--- src/rtl/edid_ptr_pkg.sv ---
package edid_ptr_pkg;

  typedef enum logic [2:0] {
    ST_IDLE,
    ST_SEG,
    ST_SEG_WAIT,
    ST_OFF,
    ST_OFF_WAIT,
    ST_FWD
  } trk_state_e;

  typedef enum logic [1:0] {
    K_NONE,
    K_SEG,
    K_OFF,
    K_ORIG
  } out_kind_e;

endpackage

--- src/rtl/edid_ptr_track.sv ---
module edid_ptr_track #(
  parameter int ADDR_W = 7,
  parameter int DATA_W = 8,
  parameter int SIZE_W = 8,
  parameter int STEP   = 16,
  parameter int BLOCK  = 128,
  parameter logic [ADDR_W-1:0] SEG_ADDR  = 7'h30,
  parameter logic [ADDR_W-1:0] EDID_ADDR = 7'h50
) (
  input  logic              clk,
  input  logic              rst_n,
  input  logic              take,
  input  logic              native,
  input  logic              read,
  input  logic              mot,
  input  logic [ADDR_W-1:0] addr,
  input  logic [SIZE_W-1:0] size,
  input  logic [DATA_W-1:0] data,
  output logic [DATA_W-1:0] seg_q,
  output logic [DATA_W-1:0] off_q,
  output logic              qual,
  output logic              aligned
);

  localparam int BLK_BITS = $clog2(BLOCK);
  localparam logic [DATA_W-1:0] STEP_V = DATA_W'(STEP);

  logic              is_wr;
  logic              cap_seg;
  logic              cap_off;
  logic              bump;
  logic [DATA_W-1:0] off_next;
  logic              hits_block;

  always_comb begin
    is_wr      = !native && !read && (size != '0);
    cap_seg    = take && is_wr && (addr == SEG_ADDR);
    cap_off    = take && is_wr && (addr == EDID_ADDR);
    qual       = !native && read && mot && (size != '0);
    aligned    = (off_q[BLK_BITS-1:0] == '0);
    bump       = take && qual;
    off_next   = off_q + STEP_V;
    hits_block = (off_next[BLK_BITS-1:0] == '0);
  end

  always_ff @(posedge clk) begin
    if (!rst_n) begin
      seg_q <= '0;
      off_q <= '0;
    end else begin
      if (cap_seg)                 seg_q <= data;
      else if (bump && hits_block) seg_q <= '0;
      if (cap_off)                 off_q <= data;
      else if (bump)               off_q <= off_next;
    end
  end


  seg_capture_chk: assert property (@(posedge clk) disable iff (!rst_n)
    cap_seg |=> seg_q == $past(data));


  off_hold_chk: assert property (@(posedge clk) disable iff (!rst_n)
    (take && !qual && !cap_off) |=> $stable(off_q));


  off_step_chk: assert property (@(posedge clk) disable iff (!rst_n)
    bump |=> off_q == $past(off_q) + STEP_V);


  seg_clear_chk: assert property (@(posedge clk) disable iff (!rst_n)
    bump |=> (off_q[BLK_BITS-1:0] != '0) || (seg_q == '0));

endmodule

--- src/rtl/edid_ptr_seq.sv ---
module edid_ptr_seq
  import edid_ptr_pkg::*;
(
  input  logic      clk,
  input  logic      rst_n,
  input  logic      req_valid,
  input  logic      need_seg,
  input  logic      need_off,
  input  logic      out_ready,
  input  logic      done,
  output logic      take,
  output logic      req_ready,
  output logic      out_valid,
  output out_kind_e kind
);

  trk_state_e st_q, st_d;
  logic       fire;

  always_comb begin
    req_ready = (st_q == ST_IDLE);
    take      = req_ready && req_valid;
    out_valid = (st_q == ST_SEG) || (st_q == ST_OFF) || (st_q == ST_FWD);
    fire      = out_valid && out_ready;
    unique case (st_q)
      ST_SEG:  kind = K_SEG;
      ST_OFF:  kind = K_OFF;
      ST_FWD:  kind = K_ORIG;
      default: kind = K_NONE;
    endcase
  end

  always_comb begin
    st_d = st_q;
    unique case (st_q)
      ST_IDLE:     if (take) st_d = need_seg ? ST_SEG : (need_off ? ST_OFF : ST_FWD);
      ST_SEG:      if (fire) st_d = ST_SEG_WAIT;
      ST_SEG_WAIT: if (done) st_d = ST_OFF;
      ST_OFF:      if (fire) st_d = ST_OFF_WAIT;
      ST_OFF_WAIT: if (done) st_d = ST_FWD;
      ST_FWD:      if (fire) st_d = ST_IDLE;
      default:     st_d = ST_IDLE;
    endcase
  end

  always_ff @(posedge clk) begin
    if (!rst_n) st_q <= ST_IDLE;
    else        st_q <= st_d;
  end


  wait_quiet_chk: assert property (@(posedge clk) disable iff (!rst_n)
    ((st_q == ST_SEG_WAIT || st_q == ST_OFF_WAIT) && !done) |=> !out_valid);


  hold_kind_chk: assert property (@(posedge clk) disable iff (!rst_n)
    (out_valid && !out_ready) |=> out_valid && $stable(kind));


  ready_idle_chk: assert property (@(posedge clk) disable iff (!rst_n)
    req_ready |-> !out_valid);

endmodule

--- src/rtl/edid_ptr_outsel.sv ---
module edid_ptr_outsel
  import edid_ptr_pkg::*;
#(
  parameter int ADDR_W = 7,
  parameter int DATA_W = 8,
  parameter int SIZE_W = 8,
  parameter logic [ADDR_W-1:0] SEG_ADDR = 7'h30
) (
  input  out_kind_e         kind,
  input  logic              h_native,
  input  logic              h_read,
  input  logic              h_mot,
  input  logic [ADDR_W-1:0] h_addr,
  input  logic [SIZE_W-1:0] h_size,
  input  logic [DATA_W-1:0] h_data,
  input  logic [DATA_W-1:0] seg_snap,
  input  logic [DATA_W-1:0] off_snap,
  output logic              o_native,
  output logic              o_read,
  output logic              o_mot,
  output logic [ADDR_W-1:0] o_addr,
  output logic [SIZE_W-1:0] o_size,
  output logic [DATA_W-1:0] o_data,
  output logic              o_no_addr,
  output logic              o_no_stop,
  output logic              o_inject
);

  logic inj;

  always_comb begin
    inj       = (kind == K_SEG) || (kind == K_OFF);
    o_inject  = inj;
    o_native  = inj ? 1'b0 : h_native;
    o_read    = inj ? 1'b0 : h_read;
    o_mot     = inj ? 1'b0 : h_mot;
    o_size    = inj ? SIZE_W'(1) : h_size;
    o_no_addr = inj;
    o_no_stop = inj;
    unique case (kind)
      K_SEG: begin
        o_addr = SEG_ADDR;
        o_data = seg_snap;
      end
      K_OFF: begin
        o_addr = h_addr;
        o_data = off_snap;
      end
      default: begin
        o_addr = h_addr;
        o_data = h_data;
      end
    endcase
  end

endmodule

--- src/rtl/edid_ptr_replay.sv ---
module edid_ptr_replay
  import edid_ptr_pkg::*;
#(
  parameter int ADDR_W = 7,
  parameter int DATA_W = 8,
  parameter int SIZE_W = 8,
  parameter int STEP   = 16,
  parameter int BLOCK  = 128,
  parameter logic [ADDR_W-1:0] SEG_ADDR  = 7'h30,
  parameter logic [ADDR_W-1:0] EDID_ADDR = 7'h50
) (
  input  logic              clk,
  input  logic              rst_n,
  input  logic              req_valid,
  output logic              req_ready,
  input  logic              req_native,
  input  logic              req_read,
  input  logic              req_mot,
  input  logic [ADDR_W-1:0] req_addr,
  input  logic [SIZE_W-1:0] req_size,
  input  logic [DATA_W-1:0] req_data,
  input  logic              xact_done,
  output logic              out_valid,
  input  logic              out_ready,
  output logic              out_native,
  output logic              out_read,
  output logic              out_mot,
  output logic [ADDR_W-1:0] out_addr,
  output logic [SIZE_W-1:0] out_size,
  output logic [DATA_W-1:0] out_data,
  output logic              out_no_addr,
  output logic              out_no_stop,
  output logic              out_inject
);

  logic              take;
  logic              qual;
  logic              aligned;
  logic              need_seg;
  logic              need_off;
  logic [DATA_W-1:0] seg_q;
  logic [DATA_W-1:0] off_q;
  out_kind_e         kind;

  logic              h_native, h_read, h_mot;
  logic [ADDR_W-1:0] h_addr;
  logic [SIZE_W-1:0] h_size;
  logic [DATA_W-1:0] h_data;
  logic [DATA_W-1:0] seg_snap, off_snap;

  edid_ptr_track #(
    .ADDR_W(ADDR_W), .DATA_W(DATA_W), .SIZE_W(SIZE_W),
    .STEP(STEP), .BLOCK(BLOCK), .SEG_ADDR(SEG_ADDR), .EDID_ADDR(EDID_ADDR)
  ) u_track (
    .clk(clk), .rst_n(rst_n), .take(take),
    .native(req_native), .read(req_read), .mot(req_mot),
    .addr(req_addr), .size(req_size), .data(req_data),
    .seg_q(seg_q), .off_q(off_q), .qual(qual), .aligned(aligned)
  );

  always_comb begin
    need_off = qual && !aligned;
    need_seg = need_off && (seg_q != '0);
  end

  edid_ptr_seq u_seq (
    .clk(clk), .rst_n(rst_n), .req_valid(req_valid),
    .need_seg(need_seg), .need_off(need_off),
    .out_ready(out_ready), .done(xact_done),
    .take(take), .req_ready(req_ready), .out_valid(out_valid), .kind(kind)
  );

  always_ff @(posedge clk) begin
    if (!rst_n) begin
      h_native <= 1'b0;
      h_read   <= 1'b0;
      h_mot    <= 1'b0;
      h_addr   <= '0;
      h_size   <= '0;
      h_data   <= '0;
      seg_snap <= '0;
      off_snap <= '0;
    end else if (take) begin
      h_native <= req_native;
      h_read   <= req_read;
      h_mot    <= req_mot;
      h_addr   <= req_addr;
      h_size   <= req_size;
      h_data   <= req_data;
      seg_snap <= seg_q;
      off_snap <= off_q;
    end
  end

  edid_ptr_outsel #(
    .ADDR_W(ADDR_W), .DATA_W(DATA_W), .SIZE_W(SIZE_W), .SEG_ADDR(SEG_ADDR)
  ) u_outsel (
    .kind(kind),
    .h_native(h_native), .h_read(h_read), .h_mot(h_mot),
    .h_addr(h_addr), .h_size(h_size), .h_data(h_data),
    .seg_snap(seg_snap), .off_snap(off_snap),
    .o_native(out_native), .o_read(out_read), .o_mot(out_mot),
    .o_addr(out_addr), .o_size(out_size), .o_data(out_data),
    .o_no_addr(out_no_addr), .o_no_stop(out_no_stop), .o_inject(out_inject)
  );


  out_stable_chk: assert property (@(posedge clk) disable iff (!rst_n)
    (out_valid && !out_ready) |=> $stable(out_data) && $stable(out_addr) && $stable(out_inject));


  aligned_pass_chk: assert property (@(posedge clk) disable iff (!rst_n)
    (take && qual && aligned) |=> out_valid && !out_inject);


  seg_nonzero_chk: assert property (@(posedge clk) disable iff (!rst_n)
    (out_valid && out_inject && kind == K_SEG) |-> out_data != '0);


  reset_idle_chk: assert property (@(posedge clk)
    $past(!rst_n) |-> req_ready && !out_valid);

endmodule

--- config.mk ---
export PLATFORM = sky130hd
export DESIGN_NAME = edid_ptr_replay
export DESIGN_NICKNAME = d
export VERILOG_FILES = /design/src/rtl/edid_ptr_pkg.sv /design/src/rtl/edid_ptr_track.sv /design/src/rtl/edid_ptr_seq.sv /design/src/rtl/edid_ptr_outsel.sv /design/src/rtl/edid_ptr_replay.sv
export SDC_FILE = /design/constraint.sdc
export NUM_CORES = 1
export LEC_CHECK = 0
export BUFFER_PORTS_ARGS = -buffer_cell sky130_fd_sc_hd__buf_2
export CAP_MARGIN = 0
export CORE_MARGIN = 2
export CORE_UTILIZATION = 56
export CTS_BUF_LIST = sky130_fd_sc_hd__clkbuf_8
export DETAILED_ROUTE_END_ITERATION = 12
export PLACE_DENSITY = 0.82
export SKIP_CTS_REPAIR_TIMING = 1
export SLEW_MARGIN = 5
export SYNTH_ARGS = -nofsm -noshare
export SYNTH_HDL_FRONTEND = slang
export SYNTH_SLANG_ARGS = --single-unit
--- constraint.sdc ---
create_clock -name clk -period 2.7 [get_ports clk]
set_input_delay 0.135 -clock clk [delete_from_list [all_inputs] [get_ports clk]]
set_output_delay 0.135 -clock clk [all_outputs]
set_load 0.02 [all_outputs]
Word-level counts from Yosys, hierarchy flattened
Cells that the tools add are included. Widths: inputs -> output; s select.

Register bits: 61. Bits of input ports: 31. Output and inout port bits: 31. Word-level logic and storage cells: 75.

Add/sub/neg operators: 1. Equal/unequal tests: 15. Muxes and demuxes: 20. Reduce and logical (&&, ||, !) cells: 28.

Operator list (number): $mux 8 (5); $mux 3 (8); $pmux 3 s6 (1); $pmux 8 s2 (1); $reduce_bool 8->1 (2); $logic_and 1x1->1 (14); $logic_not 7->1 (2); $add 8x5->8 const B (1); $ne 2x1->1 const B (4); $eq 7x6->1 const B (1); $eq 7x7->1 const B (1); $mux 7 (1); $eq 3x2->1 const B (2); $eq 3x3->1 const B (2); $pmux 2 s3 (1); $reduce_and 6->1 (1); $ne 2x2->1 const B (2); $reduce_bool 2->1 (2); $eq 3x1->1 const B (1); $logic_not 1->1 (3); $logic_not 3->1 (1); $logic_or 1x1->1 (3); $mux 1 (3); $eq 2x1->1 const B (1); $eq 2x2->1 const B (1).

Longest topological paths before layout
Depth in word-level cells: 9. Gate-level depth with buffers: 9. Depth with buffers taken out: 6.

Modules after synthesis
From an unflattened synthesis, not the netlist that was laid out.

Cells, all modules: 333. Area total of the unflattened synthesis: 3255.6 um^2.

By module, submodules not included: edid_ptr_replay (times used 1, cells each 139, area an instance 1656.6 um^2, sequential area each 840.8 um^2); edid_ptr_track (times used 1, cells each 109, area an instance 982.2 um^2, sequential area each 320.3 um^2); edid_ptr_outsel (times used 1, cells each 54, area an instance 356.6 um^2, sequential area each 0.0 um^2); edid_ptr_seq (times used 1, cells each 31, area an instance 260.2 um^2, sequential area each 60.1 um^2).

Worst setup path after synthesis
OpenSTA, ideal clock, no wires.

Path kind: reg2out. Start point: register u_seq.st_q[2]. End point: output out_data[7]. Data arrival time: 2.000 ns. Data required time: 2.565 ns. Path slack: 0.565 ns. Cell stages (with the launch flop): 9. Path buffers: 3. Cell sequence: dfxtp_1 > clkbuf_1 > xor2_1 > nand2_1 > inv_1 > ha_1 > clkbuf_1 > clkbuf_1 > o21ai_0.

Word-level cells in the longest chain between the ends: 4. Elaborated cells on any way between the ends: 7. Classes of those cells: eq/ne (5); mux (2).

RTL lines: from (decl) (line edid_ptr_seq.sv:17) `trk_state_e st_q, st_d;`; from (signal assigned) (line edid_ptr_seq.sv:48) `else st_q <= st_d;`; $eq 3x3->1, or another cell as far along (line edid_ptr_seq.sv:25) `unique case (st_q)`; $pmux 2 s3 * (line edid_ptr_seq.sv:25); $eq 2x2->1 / $eq 2x1->1 (equally long branches) (line edid_ptr_outsel.sv:40) `unique case (kind)`; $pmux 8 s2 * (line edid_ptr_outsel.sv:40); to (decl) (line edid_ptr_replay.sv:30) `output logic [DATA_W-1:0] out_data,`.

Mark *: on every way between the ends. The rest lies on a longest branch, timed or not.

Worst setup path after layout
Start point: register u_seq.st_q[1]. End point: output out_data[6].

The elaborated chain is that of the path after synthesis.

==> impl_summary.txt <==
----------------------------------------------------
[Place]
  Dpl hpwl ... about 4700 microns
  Number of buffers inserted by port buffering ... 61
  Post-Place Cell Area ... ~0.0031 sq mm
  Gpl congestion ... about 0.80

[Route]
  Detail-routed via count per cell ... about 5.6
  Detailed Route Iter0 Violations ... between 200 and 250
  Number of nets still failing antenna checks after routing ... 0
  Final WL ... approximately 6900 microns
  Final routed DRC violation total ... 0
  Total number of vias ... between 2000 and 3000
  First-pass iteration count of the detailed router ... 5
  Avg WL per Cell ... roughly 14 microns

[Cells and area]
  Utilization after layout ... 0.700
  ANT cells ... 0
  Fraction of layout instances using a drive strength above 1 ... 0.213
  Number of nets in the layout ... around 450
  Post-Layout Inst Area ... around 0.0033 sq mm
  Area grow syn2layout ... 20.7%

[Global routing]
  Initial antenna violation count ... 0
  Number of global-route vias before repair ... around 2400
  GRT Total Usage ... 0.261
  Remaining global-route overflow ... 0
  First-pass GRT wire length ... about 11000 microns
  Pin count of the biggest net entering global routing ... 43

[Worst setup path]
  Worst path most repeated cell ... sky130_fd_sc_hd__nand2_1
  Capturing element type of the critical path ... primary output
  Arrival time reported for the critical path endpoint ... approximately 2.4 ns
  Path depth of the worst reg2reg path ... 6
  Crit-path cells ... buf_4 > xor2_1 > nand2_1 > inv_1 > ha_1 > nand2_1 > o21ai_0 > buf_2
  Largest fanout on the critical path ... 28
  Maximum single-stage delay on the critical path ... 0.77 ns
  Cell type of the slowest stage on the worst timing path ... sky130_fd_sc_hd__ha_1
  Start-to-end type of the worst setup path ... flop to primary output
  CP Data Required Time ... 2.57 ns
  Kind of launch point of the worst setup path ... flop

[Die]
  Cell row count ... 25
  Starting utilization of the core area ... 0.580
  Vertical die dimension ... 74.0 microns
  Die Outline Area ... roughly 0.0055 sq mm
  Die width ... approximately 74 microns
  Core area ... 0.00472 sq mm
  Io pins ... 62

[Clock tree]
  Clock tree buffer depth ... 2
  Total CTS buffers ... 9
  CTS clk-pin slew, worst paths ... about 0.07 ns
  CTS tree ... built
  Root buffer cell ... sky130_fd_sc_hd__clkbuf_8
  Latest clock arrival within the worst-skew pair ... 0.34 ns
  Htree depth ... 3
  Sink Count ... 61

[Logic synthesis]
  Post-Syn Nets ... between 300 and 400
  Share of synthesized flip-flops with an asynchronous set or reset ... 0
  Share of the synthesized area in the top cell type ... 0.445
  Count of distinct cell types in the synthesized netlist ... 37
  Flip-flop cell with the highest count after synthesis ... sky130_fd_sc_hd__dfxtp_1
  Most area-consuming cells after synthesis ... sky130_fd_sc_hd__dfxtp_1 45%, sky130_fd_sc_hd__nand2_1 16%, sky130_fd_sc_hd__a21oi_1 8.8%, sky130_fd_sc_hd__and2_1 2.7%, sky130_fd_sc_hd__clkbuf_1 2.7%
  Number of register bits inferred by synthesis ... 61
  Number of synthesized flops with an enable pin ... 0
  Mean Syn Cell Area ... about 7.6 sq um
  Biggest area consumer among synthesized cells ... sky130_fd_sc_hd__dfxtp_1
  Cell count after synthesis ... 360
  Combined area of all synthesized cells ... around 0.0027 sq mm
  Sequential fraction of the synthesis area ... 0.445
  Ys Warns ... 0

[Status]
  Outcome ... complete, no violations

[STA]
  Final Hold Vio Count ... 0
  Setup clock skew after layout ... approximately 0.0074 ns
  Final setup violation count ... 0
  Worst-case headroom to the max-slew limit ... 0.492
  Shortest period the worst path allows ... 2.54 ns
  Total Neg Setup Slack ... 0 ns
  Unrepaired setup endpoints after global routing ... no
  Tightest Pin Transition ... roughly 0.76 ns
  Max frequency ... ~0.39 GHz
  Post-route fraction of the period consumed by the critical path ... 0.941
  Number of pins exceeding their max-slew limit in the final report ... 0

[Run]
  MaxCap Viol Count ... 0

[Hold path]
  Hold/Removal Path Class ... input port to flop
  Cell depth of the worst min-delay path ... 3

[Power]
  Standby leakage power ... approximately 1.4 nW
  Power density of the placed cells ... a little over 700 mW/mm^2
  Peak VDD IR ... around 0.49 mV
  Overall power ... 2.38 mW

----------------------------------------------------
[metal layers]
metal / track usage / routed length (microns) / part of all wire / vias to the layer above
met4: 0.133 / 98 / 0.014 / 0
met5: 0 / 0 / 0 / -
li1: - / - / - / 1318
met3: 0.0447 / 359 / 0.052 / 13
met1: 0.341 / 3130 / 0.45 / 1298
met2: 0.417 / 3340 / 0.48 / 78
[flip-flops by register name (all words and copies together), names as in the netlist]
signal and count:
off_snap 8, u_track.seg_q 8, u_track.off_q 8, h_data 8, h_size 8, h_native 1, seg_snap 8, h_read 1
h_addr 7, u_seq.st_q 3, h_mot 1
[stage by stage]
stage               setup WS [ns]  instances  hold slack, ns
finish                      0.159        485          0.0401
global route               0.0273        485          0.0430
CTS                         0.169        485          0.0328
detailed placement          0.390        469           0.391
global placement            0.510        469           0.389
floorplan                   0.565        360           0.271
[cells in the mapped netlist (5+ instances only)]
cell type                  number
sky130_fd_sc_hd__inv_1          9
sky130_fd_sc_hd__a21oi_1       48
sky130_fd_sc_hd__o21ai_0       11
sky130_fd_sc_hd__o22ai_1        8
sky130_fd_sc_hd__clkbuf_1      20
sky130_fd_sc_hd__nand2_1      117
sky130_fd_sc_hd__nor4_1         6
sky130_fd_sc_hd__nor2b_1        5
sky130_fd_sc_hd__ha_1           5
sky130_fd_sc_hd__nor2_1         5
sky130_fd_sc_hd__a22oi_1        8
sky130_fd_sc_hd__dfxtp_1       61
sky130_fd_sc_hd__and2_1        12
[logic make-up after synthesis]
group,synth area share
xor gates and xnor gates,0.0128
adders and majority gates,0.0228
and+or+nand+nor,0.257
DFF,0.445
AOI/OAI and AO/OA,0.193
buffers and inverters,0.0543
muxes,0.0146
[final timing paths]
check                      from                to  slack, ns
hold reg to reg       h_size[1]         h_size[1]       0.45
hold / removal      req_addr[2]         h_addr[2]       0.04
setup reg to reg  u_seq.st_q[0]  u_track.seg_q[5]       0.36
setup / recovery  u_seq.st_q[1]       out_data[6]       0.16
[cells in the final DEF, fill, tap and decap left out, types with 9 or more instances in the layout]
master,n
sky130_fd_sc_hd__a21oi_1,48
sky130_fd_sc_hd__and2_1,12
sky130_fd_sc_hd__buf_2,61
sky130_fd_sc_hd__buf_4,9
sky130_fd_sc_hd__clkbuf_8,11
sky130_fd_sc_hd__dfxtp_1,61
sky130_fd_sc_hd__inv_1,10
sky130_fd_sc_hd__nand2_1,117
sky130_fd_sc_hd__o21ai_0,11
[report_power, final]
group,switching [mW],leakage (nW),internal [mW]
Combinational,0.337,0.783,0.161
Clock,0.353,0.121,0.564
Sequential,0.0204,0.495,0.944
Total,0.710,1.40,1.67
[worst max-delay path, delay by kind of cell (launching register included)]
kind                     cells  cell delay (ns)
adder cells (fa/ha/maj)      1             0.77
XOR/XNOR                     1             0.18
flip-flops                   1             0.31
AND/OR/NAND/NOR              2             0.24
AO/OA/AOI/OAI                1             0.13
buffers and inverters        3             0.43
[layout make-up]
type / instances / area [sq um]
repair buffers: 70 / 373
fillers: 366 / 1420
clock buffers: 11 / 151
clock inverters: 5 / 73.8
multi-input cells: 262 / 1370
inverters: 9 / 33.8
flip-flops and latches: 61 / 1220
well taps: 67 / 83.8
Power figures use the tool's default switching activity.
